==> src/rtl/pst_pkg.sv <==
package pst_pkg;
  typedef struct packed {
    logic initSweep;
    logic applyDly;
    logic pollClr;
    logic pollInc;
    logic record;
    logic stepDly;
    logic loadFinal;
    logic shutOff;
  } strobe_t;

  typedef enum logic [3:0] {
    ST_IDLE,
    ST_SKIP,
    ST_LOAD,
    ST_CAL,
    ST_CALEND,
    ST_REQ,
    ST_EVAL,
    ST_DISABLE,
    ST_RST,
    ST_DONE
  } state_t;
endpackage

==> src/rtl/pst_dpath.sv <==
module pst_dpath #(
  parameter int DLY_W = 7,
  parameter int STEP = 4,
  parameter int MAX_DLY = 124,
  parameter int POLL_LIMIT = 1000
) (
  input  logic clk,
  input  logic rstN,
  input  pst_pkg::strobe_t stb,
  input  logic passIn,
  input  logic powerOff,
  output logic [DLY_W-1:0] dlyValue,
  output logic forceVal,
  output logic tuneEn,
  output logic atLastStep,
  output logic pollExpired,
  output logic noPass
);
  localparam int STEPS = MAX_DLY / STEP + 1;
  localparam int LEN_W = $clog2(STEPS + 1);
  localparam int POLL_W = $clog2(POLL_LIMIT + 1);
  localparam int SUM_W = DLY_W + 2;

  logic [DLY_W-1:0] dlyReg, curStart, bestStart;
  logic [LEN_W-1:0] curLen, bestLen;
  logic prevPass;
  logic [POLL_W-1:0] pollCnt;
  logic [LEN_W-1:0] runLen;
  logic [DLY_W-1:0] runStart;
  logic [SUM_W-1:0] centreSum;

  always_comb begin
    runLen = prevPass ? curLen + LEN_W'(1) : LEN_W'(1);
    runStart = prevPass ? curStart : dlyReg;
    centreSum = SUM_W'(bestStart) + SUM_W'(STEP) * SUM_W'(bestLen >> 1);
  end

  always_ff @(posedge clk or negedge rstN) begin
    if (!rstN) begin
      dlyReg <= '0;
      curStart <= '0;
      bestStart <= '0;
      curLen <= '0;
      bestLen <= '0;
      prevPass <= 1'b0;
    end else if (stb.initSweep) begin
      dlyReg <= '0;
      curStart <= '0;
      bestStart <= '0;
      curLen <= '0;
      bestLen <= '0;
      prevPass <= 1'b0;
    end else begin
      if (stb.record) begin
        prevPass <= passIn;
        if (passIn) begin
          curLen <= runLen;
          curStart <= runStart;
          if (runLen > bestLen) begin
            bestLen <= runLen;
            bestStart <= runStart;
          end
        end else begin
          curLen <= '0;
        end
      end
      if (stb.stepDly) dlyReg <= dlyReg + DLY_W'(STEP);
      else if (stb.loadFinal) dlyReg <= centreSum[DLY_W-1:0];
    end
  end

  always_ff @(posedge clk or negedge rstN) begin
    if (!rstN) pollCnt <= '0;
    else if (stb.pollClr) pollCnt <= '0;
    else if (stb.pollInc) pollCnt <= pollCnt + POLL_W'(1);
  end

  always_ff @(posedge clk or negedge rstN) begin
    if (!rstN) begin
      forceVal <= 1'b0;
      tuneEn <= 1'b0;
    end else if (powerOff || stb.shutOff) begin
      forceVal <= 1'b0;
      tuneEn <= 1'b0;
    end else begin
      if (stb.initSweep) tuneEn <= 1'b1;
      if (stb.applyDly) forceVal <= 1'b1;
    end
  end

  assign dlyValue = dlyReg;
  assign atLastStep = (dlyReg == DLY_W'(MAX_DLY));
  assign pollExpired = (pollCnt == POLL_W'(POLL_LIMIT - 1));
  assign noPass = (bestLen == '0);
endmodule

==> src/rtl/pst_ctrl.sv <==
module pst_ctrl #(
  parameter int CLK_W = 20,
  parameter int SLOW_KHZ = 52000
) (
  input  logic clk,
  input  logic rstN,
  input  logic start,
  input  logic [CLK_W-1:0] busClkKhz,
  input  logic modeSdr50,
  input  logic capTuneSdr50,
  input  logic tunedClkSel,
  input  logic calibDone,
  input  logic tuneAck,
  input  logic atLastStep,
  input  logic pollExpired,
  input  logic noPass,
  output pst_pkg::strobe_t stb,
  output logic calibReq,
  output logic tuneReq,
  output logic tunedClkOff,
  output logic cmdDatRst,
  output logic done,
  output logic errFlag
);
  import pst_pkg::*;

  state_t state, nextState;
  logic finalPhase;
  logic errReg;
  logic skipRun;

  assign skipRun = (busClkKhz <= CLK_W'(SLOW_KHZ)) || (modeSdr50 && !capTuneSdr50);

  always_comb begin
    nextState = state;
    stb = '0;
    unique case (state)
      ST_IDLE: if (start) begin
        if (skipRun) nextState = ST_SKIP;
        else begin
          stb.initSweep = 1'b1;
          nextState = ST_LOAD;
        end
      end
      ST_SKIP: nextState = ST_IDLE;
      ST_LOAD: begin
        stb.applyDly = 1'b1;
        stb.pollClr = 1'b1;
        nextState = ST_CAL;
      end
      ST_CAL: begin
        stb.pollInc = 1'b1;
        if (calibDone || pollExpired) nextState = ST_CALEND;
      end
      ST_CALEND: nextState = finalPhase ? ST_RST : ST_REQ;
      ST_REQ: if (tuneAck) begin
        stb.record = 1'b1;
        if (atLastStep) nextState = ST_EVAL;
        else begin
          stb.stepDly = 1'b1;
          nextState = ST_LOAD;
        end
      end
      ST_EVAL: begin
        if (noPass || !tunedClkSel) nextState = ST_DISABLE;
        else begin
          stb.loadFinal = 1'b1;
          nextState = ST_LOAD;
        end
      end
      ST_DISABLE: begin
        stb.shutOff = 1'b1;
        nextState = ST_RST;
      end
      ST_RST: nextState = ST_DONE;
      ST_DONE: nextState = ST_IDLE;
      default: nextState = ST_IDLE;
    endcase
  end

  always_ff @(posedge clk or negedge rstN) begin
    if (!rstN) begin
      state <= ST_IDLE;
      finalPhase <= 1'b0;
      errReg <= 1'b0;
    end else begin
      state <= nextState;
      if (state == ST_IDLE && start) begin
        finalPhase <= 1'b0;
        errReg <= 1'b0;
      end
      if (state == ST_EVAL) begin
        if (noPass || !tunedClkSel) errReg <= 1'b1;
        else finalPhase <= 1'b1;
      end
    end
  end

  assign calibReq = (state == ST_CAL);
  assign tuneReq = (state == ST_REQ);
  assign tunedClkOff = (state == ST_DISABLE);
  assign cmdDatRst = (state == ST_RST);
  assign done = (state == ST_DONE) || (state == ST_SKIP);
  assign errFlag = errReg;
endmodule

==> src/rtl/phase_sweep_tuner.sv <==
module phase_sweep_tuner #(
  parameter int DLY_W = 7,
  parameter int STEP = 4,
  parameter int MAX_DLY = 124,
  parameter int POLL_LIMIT = 1000,
  parameter int CLK_W = 20,
  parameter int SLOW_KHZ = 52000
) (
  input  logic clk,
  input  logic rstN,
  input  logic start,
  input  logic [CLK_W-1:0] busClkKhz,
  input  logic modeSdr50,
  input  logic capTuneSdr50,
  input  logic tunedClkSel,
  input  logic powerOff,
  input  logic calibDone,
  input  logic tuneAck,
  input  logic tunePass,
  output logic tuneReq,
  output logic [DLY_W-1:0] dlyValue,
  output logic forceVal,
  output logic calibReq,
  output logic tuneEn,
  output logic tunedClkOff,
  output logic cmdDatRst,
  output logic done,
  output logic errFlag
);
  pst_pkg::strobe_t stb;
  logic atLastStep, pollExpired, noPass;

  pst_ctrl #(.CLK_W(CLK_W), .SLOW_KHZ(SLOW_KHZ)) ctrlInst (
    .clk(clk), .rstN(rstN), .start(start), .busClkKhz(busClkKhz),
    .modeSdr50(modeSdr50), .capTuneSdr50(capTuneSdr50), .tunedClkSel(tunedClkSel),
    .calibDone(calibDone), .tuneAck(tuneAck), .atLastStep(atLastStep),
    .pollExpired(pollExpired), .noPass(noPass), .stb(stb), .calibReq(calibReq),
    .tuneReq(tuneReq), .tunedClkOff(tunedClkOff), .cmdDatRst(cmdDatRst),
    .done(done), .errFlag(errFlag)
  );

  pst_dpath #(.DLY_W(DLY_W), .STEP(STEP), .MAX_DLY(MAX_DLY), .POLL_LIMIT(POLL_LIMIT)) dpathInst (
    .clk(clk), .rstN(rstN), .stb(stb), .passIn(tunePass), .powerOff(powerOff),
    .dlyValue(dlyValue), .forceVal(forceVal), .tuneEn(tuneEn),
    .atLastStep(atLastStep), .pollExpired(pollExpired), .noPass(noPass)
  );
endmodule

==> config.mk <==
export PLATFORM = sky130hd
export DESIGN_NAME = phase_sweep_tuner
export DESIGN_NICKNAME = d
export VERILOG_FILES = /design/src/rtl/pst_pkg.sv /design/src/rtl/pst_dpath.sv /design/src/rtl/pst_ctrl.sv /design/src/rtl/phase_sweep_tuner.sv
export SDC_FILE = /design/constraint.sdc
export NUM_CORES = 1
export LEC_CHECK = 0
export BUFFER_PORTS_ARGS = -buffer_cell sky130_fd_sc_hd__buf_4
export CAP_MARGIN = 20
export CORE_ASPECT_RATIO = 0.75
export CORE_UTILIZATION = 40
export DETAILED_ROUTE_END_ITERATION = 16
export SYNTH_ARGS = -nofsm -noshare
export SYNTH_HDL_FRONTEND = slang
export SYNTH_SLANG_ARGS = --single-unit
==> constraint.sdc <==
create_clock -name clk -period 2.6 [get_ports clk]
set_input_delay 0 -clock clk [delete_from_list [all_inputs] [get_ports clk]]
set_output_delay 0 -clock clk [all_outputs]
set_load 0.01 [all_outputs]
After elaboration in Yosys (flattened, before gate mapping)
Cells that the tools add are included.
W data, S select, Z words.
Operators by class
  add/sub/neg operators: 4
  $lt $le $gt $ge: 2
  equal/unequal tests: 14
  mux-type cells: 52
  reductions and logical operators: 21
Operators by type and width (number)
  $mux W7: 11
  $mux W6: 8
  $pmux W4 S8: 1
  $le A20 B16 Y1 const B: 1
  $mux W1: 20
  $mux W10: 2
  $eq A4 B3 Y1 const B: 4
  $mux W4: 4
  $reduce_bool A2 Y1: 6
  $add A10 B1 Y10 const B: 1
  $eq A10 B10 Y1 const B: 1
  $eq A4 B2 Y1 const B: 2
  $eq A4 B4 Y1 const B: 2
  $mux W2: 4
  $add A7 B3 Y7 const B: 1
  $add A7 B7 Y7: 1
  $eq A7 B7 Y1 const B: 1
  $add A6 B1 Y6 const B: 1
  $gt A6 B6 Y1: 1
  $logic_not A6 Y1: 1
  $mux W3: 2
  $reduce_and A3 Y1: 2
  $logic_or A1 B1 Y1: 5
  $eq A4 B1 Y1 const B: 1
  other kinds (7): 10
Storage, ports and cells
  flip-flop bits (word level): 52
  input bits: 30
  output and inout bits: 15

Logic depth before layout (Yosys ltp)
Gate-level depths: netlist of run 1.
  depth in word-level cells: 8
  mapped depth: 11
  gate-level depth less buffers: 10

Cells and area by module
A second synthesis of run 1 with hierarchy kept.
Unflattened totals
  cell total of the unflattened synthesis: 336
  area, all modules: 3240.6 um^2
Modules (own cells, without submodules)
  pst_dpath: instances 1, cells an instance 263, area an instance 2708.8 um^2
  pst_ctrl: instances 1, cells an instance 73, area an instance 531.8 um^2

Worst setup path after synthesis of run 1
Ideal clock, no wire load.
  path type: flip-flop to flip-flop
  start point: register dpathInst.curLen[2]
  end point: register dpathInst.bestLen[5]
  setup time: 118 ps
  arrival time: 2163 ps
  path slack: 318 ps
  stages on the path, launching flop included: 10
  cell sequence: dfrtp_1 nand3_1 or3_1 a21oi_1 ha_1 a21boi_0 o311a_2 buf_6 mux2i_1 nor2_1
On the way
  longest elaborated chain between the ends: 6
Ends and longest elaborated chain
  from (decl): line pst_dpath.sv:25  | logic [LEN_W-1:0] curLen, bestLen;
  from (signal assigned): line pst_dpath.sv:57  | curLen <= runLen;
  $add A6 B1 Y6 *: line pst_dpath.sv:33  | runLen = prevPass ? curLen + LEN_W'(1) : LEN_W'(1);
  $mux W6 *: line pst_dpath.sv:33
  branches (longest 4 deep; another with $gt A6 B6 Y1)
  to (signal assigned): line pst_dpath.sv:60  | bestLen <= runLen;
  to (decl): line pst_dpath.sv:25
Every way passes the cells marked *. The select of a mux whose other input is x is not followed.
A chain may end at the register's enable or synchronous reset.

Worst setup path in the final report of run 1
  start point: register dpathInst.curLen[0]
  end point: register dpathInst.bestLen[0]
The elaborated chain is that of the path after synthesis.

==> reports/qor.csv, run 1 <==
metric,value,unit
RR Endpoint,dpathInst.bestLen[0],
Vias per Instance,5.42,
M1 GR Usage,27.4,%
final core utilization,50.8,%
Synth area leaders,"dfrtp_1 41%, mux2i_1 7.2%, nor2_1 5.2%, ha_1 5.1%, nand2_1 4.7%",
Power Total,2.20,mW
synth cell count leaders,"52 x dfrtp_1, 44 x nor2_1, 40 x nand2_1",
clk slew on worst S/H paths,0.10,ns
Mapped Area,3180,um^2
fin cells,485,
Cells after DPL,470,
WHS Path Cells,3,
Initial DRT Pass Iterations,4,
reg2reg path depth,10,
placer congestion estimate,0.853,
Final Skew,0.00968,ns
critical path class,reg -> reg,
Pins Over Slew Limit,0,
Worst Tran Pin Value,0.689,ns
Yosys top cell by area,dfrtp_1,
Critical Path Source Type,flip-flop,
CP bufs+invs,0,
CTS tree,yes,
GRT overflow,0,
CP Max Fanout,10,
Fillers,719,
dpl hpwl,5200,um
Sw Share,36.7,%
drt wl/cell,16.0,um
via count,2630,
Post-synth EDFFs,0,
Seq pwr share,46.0,%
GRT busiest layer,met2,
min Tclk post-route,2.51,ns
Syn Area/Cell,9.72,um^2
Layout Nets,427,
DRC,0,
H-tree Lvls,2,
Most common cell on crit path,ha_1,
synthesized instance count,327,
Peak supply drop,0.000269,V
Hold EP,ctrlInst.errFlag,
chip height,79.2,um
run status,completed,
final setup violation count,0,
number of CTS-inserted buffers,5,
IO buf count,44,
Skew-Pair Late Insertion Delay,0.31,ns
clock root buffer,clkbuf_8,
Clk pwr share,21.8,%
async set or reset register ratio after synthesis,100,%
Final Hold Viols,0,
largest net degree at the start of global routing,53,
Initial Util,42.4,%
met3 GRT Util,4.02,%
Routed WL,7750,um
Yosys cell types,55,
CP max-delay cell,dfrtp_1,
CP Capture Type,flip-flop,
crit-path cells,"ha_1, nand3_1, xor2_2, nor2_2, ha_1, nand4_1, a21oi_4, o311a_4, nor2_1, a211oi_2",
register area share after synthesis,40.9,%
met2 global-route usage,29.4,%
hold path start,tunedClkSel,
post-synth top area share,40.9,%
max-cap violations,0,
maximum clock frequency,398,MHz
max_slew headroom,54.1,%
Crit path max-delay family,compound AO/OA/AOI/OAI gates,
Pint,1.39,mW
# IOs,45,
crit-path max cell delay,0.44,ns
Leak,1.80,nW
P&R area growth vs syn,20.0,%
switching power,0.808,mW
# rows,27,
r2r startpoint,dpathInst.curLen[0],
DRT antenna net count,0,
worst path arrival time,2.73,ns
Max Root-Sink Buffers,2,
total core area,7500,um^2
r2r setup slk,0.09,ns
Post-synth top flop,dfrtp_1,
combinational power share,32.3,%
DP Area,3600,um^2
most common cell in the netlist,dfrtp_1,
GRT Total Usage,19.1,%
Hold Path Class,in -> reg,
"Design Area, Final",3810,um^2
number of global-route vias before repair,2603,
critical path depth in cells,10,
synthesis-stage register bit count,52,
DIE AREA,8310,um^2
Synthesized Nets,371,
drt first-iter violations,115,
Ys Warns,0,
share of layout cells above drive strength 1,23.4,%
CP required,2.82,ns
clock sink total,52,
Die W,105,um
final period utilization,96.6,%
initial antenna violation count,0,
power per standard cell area,578,nW/um^2
first-pass GRT wire length,12700,um
number of diodes,0,
## worst max-delay path by stage
| stage | startpoint | endpoint | slack [ns] |
|---|---|---|---|
| after global routing | dpathInst.curLen[0] | dpathInst.bestLen[2] | -0.07 |
| after floorplan | dpathInst.curLen[2] | dpathInst.bestLen[5] | 0.32 |
| after global placement | dpathInst.curLen[0] | dpathInst.bestLen[3] | 0.07 |
| after CTS | dpathInst.curLen[0] | dpathInst.bestLen[1] | 0.08 |
| final | dpathInst.curLen[0] | dpathInst.bestLen[0] | 0.09 |
| after detailed placement | dpathInst.curLen[0] | dpathInst.bestStart[1] | -0.004 |
## flip-flops by register name, summed over array words and instances, names as in the netlist, 4 cells and up
register,cells
dpathInst.pollCnt,10
dpathInst.bestStart,7
dpathInst.curStart,7
dpathInst.dlyValue,7
dpathInst.bestLen,6
dpathInst.curLen,6
ctrlInst.state,4
## area by class of cell
type                       instances  area [um^2]  area share (%)
multi-input combinational        252         1800            47.1
sequential                        52         1300            34.1
timing repair buffer              58          445            11.7
tap                              101          126            3.31
clock buffer                       5         68.8            1.81
inverter                          14         52.6            1.38
clock inverter                     3         21.3           0.558
## power by group through the flow
stage          Combinational (mW)  Sequential (mW)  Clock (mW)
3_3_place_gp                0.688             1.02           0
6_report                    0.711             1.01       0.480
4_1_cts                     0.705             1.01       0.496
2_1_floorplan               0.555            0.974           0
3_5_place_dp                0.694             1.03           0
5_1_grt                     0.792             1.03       0.525
## cells by family (layout without fill, tap and decap cells)
kind of cell	after synthesis	after routing	synth area share [%]
and+or+nand+nor	135	135	22.3
AOI/OAI and AO/OA	65	67	15.4
DFF	52	52	40.9
buffers and inverters	25	80	4.72
muxes	24	24	7.60
adders and majority gates	14	14	5.75
xor gates and xnor gates	12	12	3.31
## through the flow
step	setup TNS, ns	worst slack [ns]	hold WS [ns]
final	0	0.0885	0.0746
after global routing	-0.374	-0.0672	0.0861
after CTS	0	0.0823	0.0663
after detailed placement	-0.00383	-0.00383	0.0902
after global placement	0	0.0665	0.0913
after floorplan	0	0.318	-0.296
## timing repair
item / CTS / global route
resized for setup: 1 / 8
endpoints found under the hold margin: 57 / 0
setup buffers: 0 / 1
pin swaps: 0 / 1
cloned: 0 / 2
hold buffers: 4 / 0
setup endpoints to repair: 12 / 13
## worst register-to-register path: cells and delay by family (launching register included)
kind | cells | cell delay (ns)
compound gates | 3 | 0.80
xor+xnor | 1 | 0.16
fa+ha+maj | 2 | 0.56
flops | 1 | 0.44
simple gates | 4 | 0.46
## layer usage
layer	part of all wire (%)	wire length, um	up-vias
met2	43	3320	73
met1	50	3890	1276
met3	6.7	516	2
met4	0.39	30	0
li1	-	-	1279
met5	0	0	-
## cell usage in the layout (no fill, tap or decap), drive strengths merged, types with 4 or more instances in the layout
master and count:
buf 54, dfrtp 52, nor2 44, nand2 40, mux2i 23, inv 15, a21oi 15, o21ai 14
ha 13, a211oi 12, xor2 9, nor3 7, nand3 6, and3 5, clkbuf 5, nor4 5
a21o 4, dlygate4sd3 4, or2 4
(Power assumes the default switching activity.)
==> run 2: changes to the inputs <==
- CORE_MARGIN: unset -> 8
- CTS_CLUSTER_SIZE: unset -> 25
- RECOVER_POWER: unset -> 25
==> run 2 against run 1 <==
- core utilization fell by 1.6 points
- design area rose by 0.92%
- worst setup slack improved by 0.074 ns
- die area rose by 33%
- register-to-register slack improved by 0.07 ns
- highest routed layer unchanged
- wire length rose by 1.5%
- final cell count rose by 1.2%
- critical path depth did not move
- clock skew barely moved
- clock power rose by 20%
- largest power group unchanged
- worst hold slack got worse by 0.0096 ns
- maximum frequency rose by 3.0%
- critical endpoint is now dpathInst.bestLen[1]
==> reports/qor.csv, run 2 (same netlist as run 1, synthesis figures left out) <==
metric,value,unit
Initial DRT Pass Iterations,4,
CTS tree,yes,
maximum clock frequency,410,MHz
Routed WL,7870,um
Biggest register,dpathInst.pollCnt,
largest net degree at the start of global routing,53,
final setup violation count,0,
initial antenna violation count,0,
Vias per Instance,5.36,
Critical Path Source Type,flip-flop,
first-pass GRT wire length,13100,um
share of layout cells above drive strength 1,23.8,%
DRT antenna net count,0,
GRT overflow,0,
number of global-route vias before repair,2605,
most frequent cells in the layout,"55 x buf_4, 52 x dfrtp_1, 43 x nor2_1",
drt first-iter violations,163,
Die W,119,um
via count,2634,
CP Max Fanout,6,
dpl hpwl,5500,um
fin cells,491,
IO buf count,44,
final core utilization,49.2,%
clock sink total,52,
total core area,7810,um^2
Layout Nets,429,
hold path start,tunedClkSel,
clk slew on worst S/H paths,0.10,ns
# rows,28,
Peak supply drop,0.000247,V
number of CTS-inserted buffers,5,
number of diodes,0,
run status,completed,
GRT Total Usage,14.4,%
H-tree Lvls,2,
final period utilization,93.8,%
"most common cell after layout, fill and taps aside",buf_4,
clock root buffer,clkbuf_8,
Hold Path Class,in -> reg,
CP required,2.80,ns
Skew-Pair Late Insertion Delay,0.32,ns
Initial Util,40.7,%
placer congestion estimate,0.773,
Largest register FFs,10,
# IOs,45,
Routed met2 length,3240,um
Fillers,755,
critical path class,reg -> reg,
max_slew headroom,10.6,%
DRC,0,
final worst setup slack,0.162,ns
setup TNS,0,ns
Worst Tran Pin Value,1.34,ns
P&R area growth vs syn,21.1,%
Leak,1.82,nW
power per standard cell area,599,nW/um^2
Final Hold Viols,0,
r2r startpoint,dpathInst.curLen[0],
Place WS,-0.0453,ns
Worst Setup SP,dpathInst.curLen[0],
min Tclk post-route,2.44,ns
M1 WL,4120,um
Cells after DPL,476,
Final Skew,0.00942,ns
drt wl/cell,16.0,um
DIE AREA,11100,um^2
r2r setup slk,0.16,ns
worst path arrival time,2.63,ns
met3 WL,421,um
chip height,93.2,um
Pins Over Slew Limit,0,
CP Capture Type,flip-flop,
Max Root-Sink Buffers,2,
max-cap violations,0,
Power Total,2.31,mW
Top Metal Used,met4,
[run 2: cell type report]
| type | count | area, um^2 | area share (%) |
|---|---|---|---|
| Sequential cell | 52 | 1300 | 33.8 |
| Clock buffer | 5 | 68.8 | 1.79 |
| Inverter | 14 | 52.6 | 1.37 |
| Timing Repair Buffer | 60 | 458 | 11.9 |
| Multi-Input combinational cell | 252 | 1790 | 46.6 |
| Clock inverter | 3 | 42.5 | 1.11 |
| Tap cell | 105 | 131 | 3.41 |
[run 2: final timing paths]
check,to,cells past startpoint
max,dpathInst.bestLen[1],10
min,ctrlInst.errFlag,3
max reg2reg,dpathInst.bestLen[1],10
min reg2reg,ctrlInst.errFlag,1
max in group asynchronous,dpathInst.dlyValue[4],2
min in group asynchronous,dpathInst.curLen[0],2
[run 2: what timing repair did]
action | 4_1_cts | 5_1_grt
cloned | 0 | 2
hold buffers | 4 | 0
gates resized for setup | 1 | 8
setup buffers | 0 | 1
setup endpoints to repair | 13 | 13
pin swaps | 0 | 3
hold endpoints to repair | 57 | 0
[run 2: where the power goes]
group | total (mW) | switching, mW | internal (mW) | leakage, nW
registers | 0.996 | 0.107 | 0.889 | 0.720
clock network | 0.577 | 0.292 | 0.286 | 0.0541
logic | 0.732 | 0.407 | 0.325 | 1.04
[run 2: metal layers]
layer	up-vias	global-route usage, %
met5	-	0
li1	1287	-
met2	67	21.5
met1	1273	20.2
met3	7	3.19
met4	0	4.93
[run 2: metrics by stage]
step                      hold WS (ns)  cell area (um^2)
final                           0.0651              3850
after global routing            0.0811              3850
after CTS                       0.0596              3790
after detailed placement        0.0889              3620
after global placement          0.0921              3620
after floorplan                 -0.296              3180
[run 2: critical path, cell delays in order (launching register included)]
cell	delay (ns)
dfrtp_1	0.41
ha_1	0.24
nand3_1	0.11
xor2_1	0.19
nor2_2	0.08
ha_1	0.32
nand4_1	0.16
a21oi_4	0.23
o311a_4	0.29
mux2i_2	0.24
nor2_1	0.05
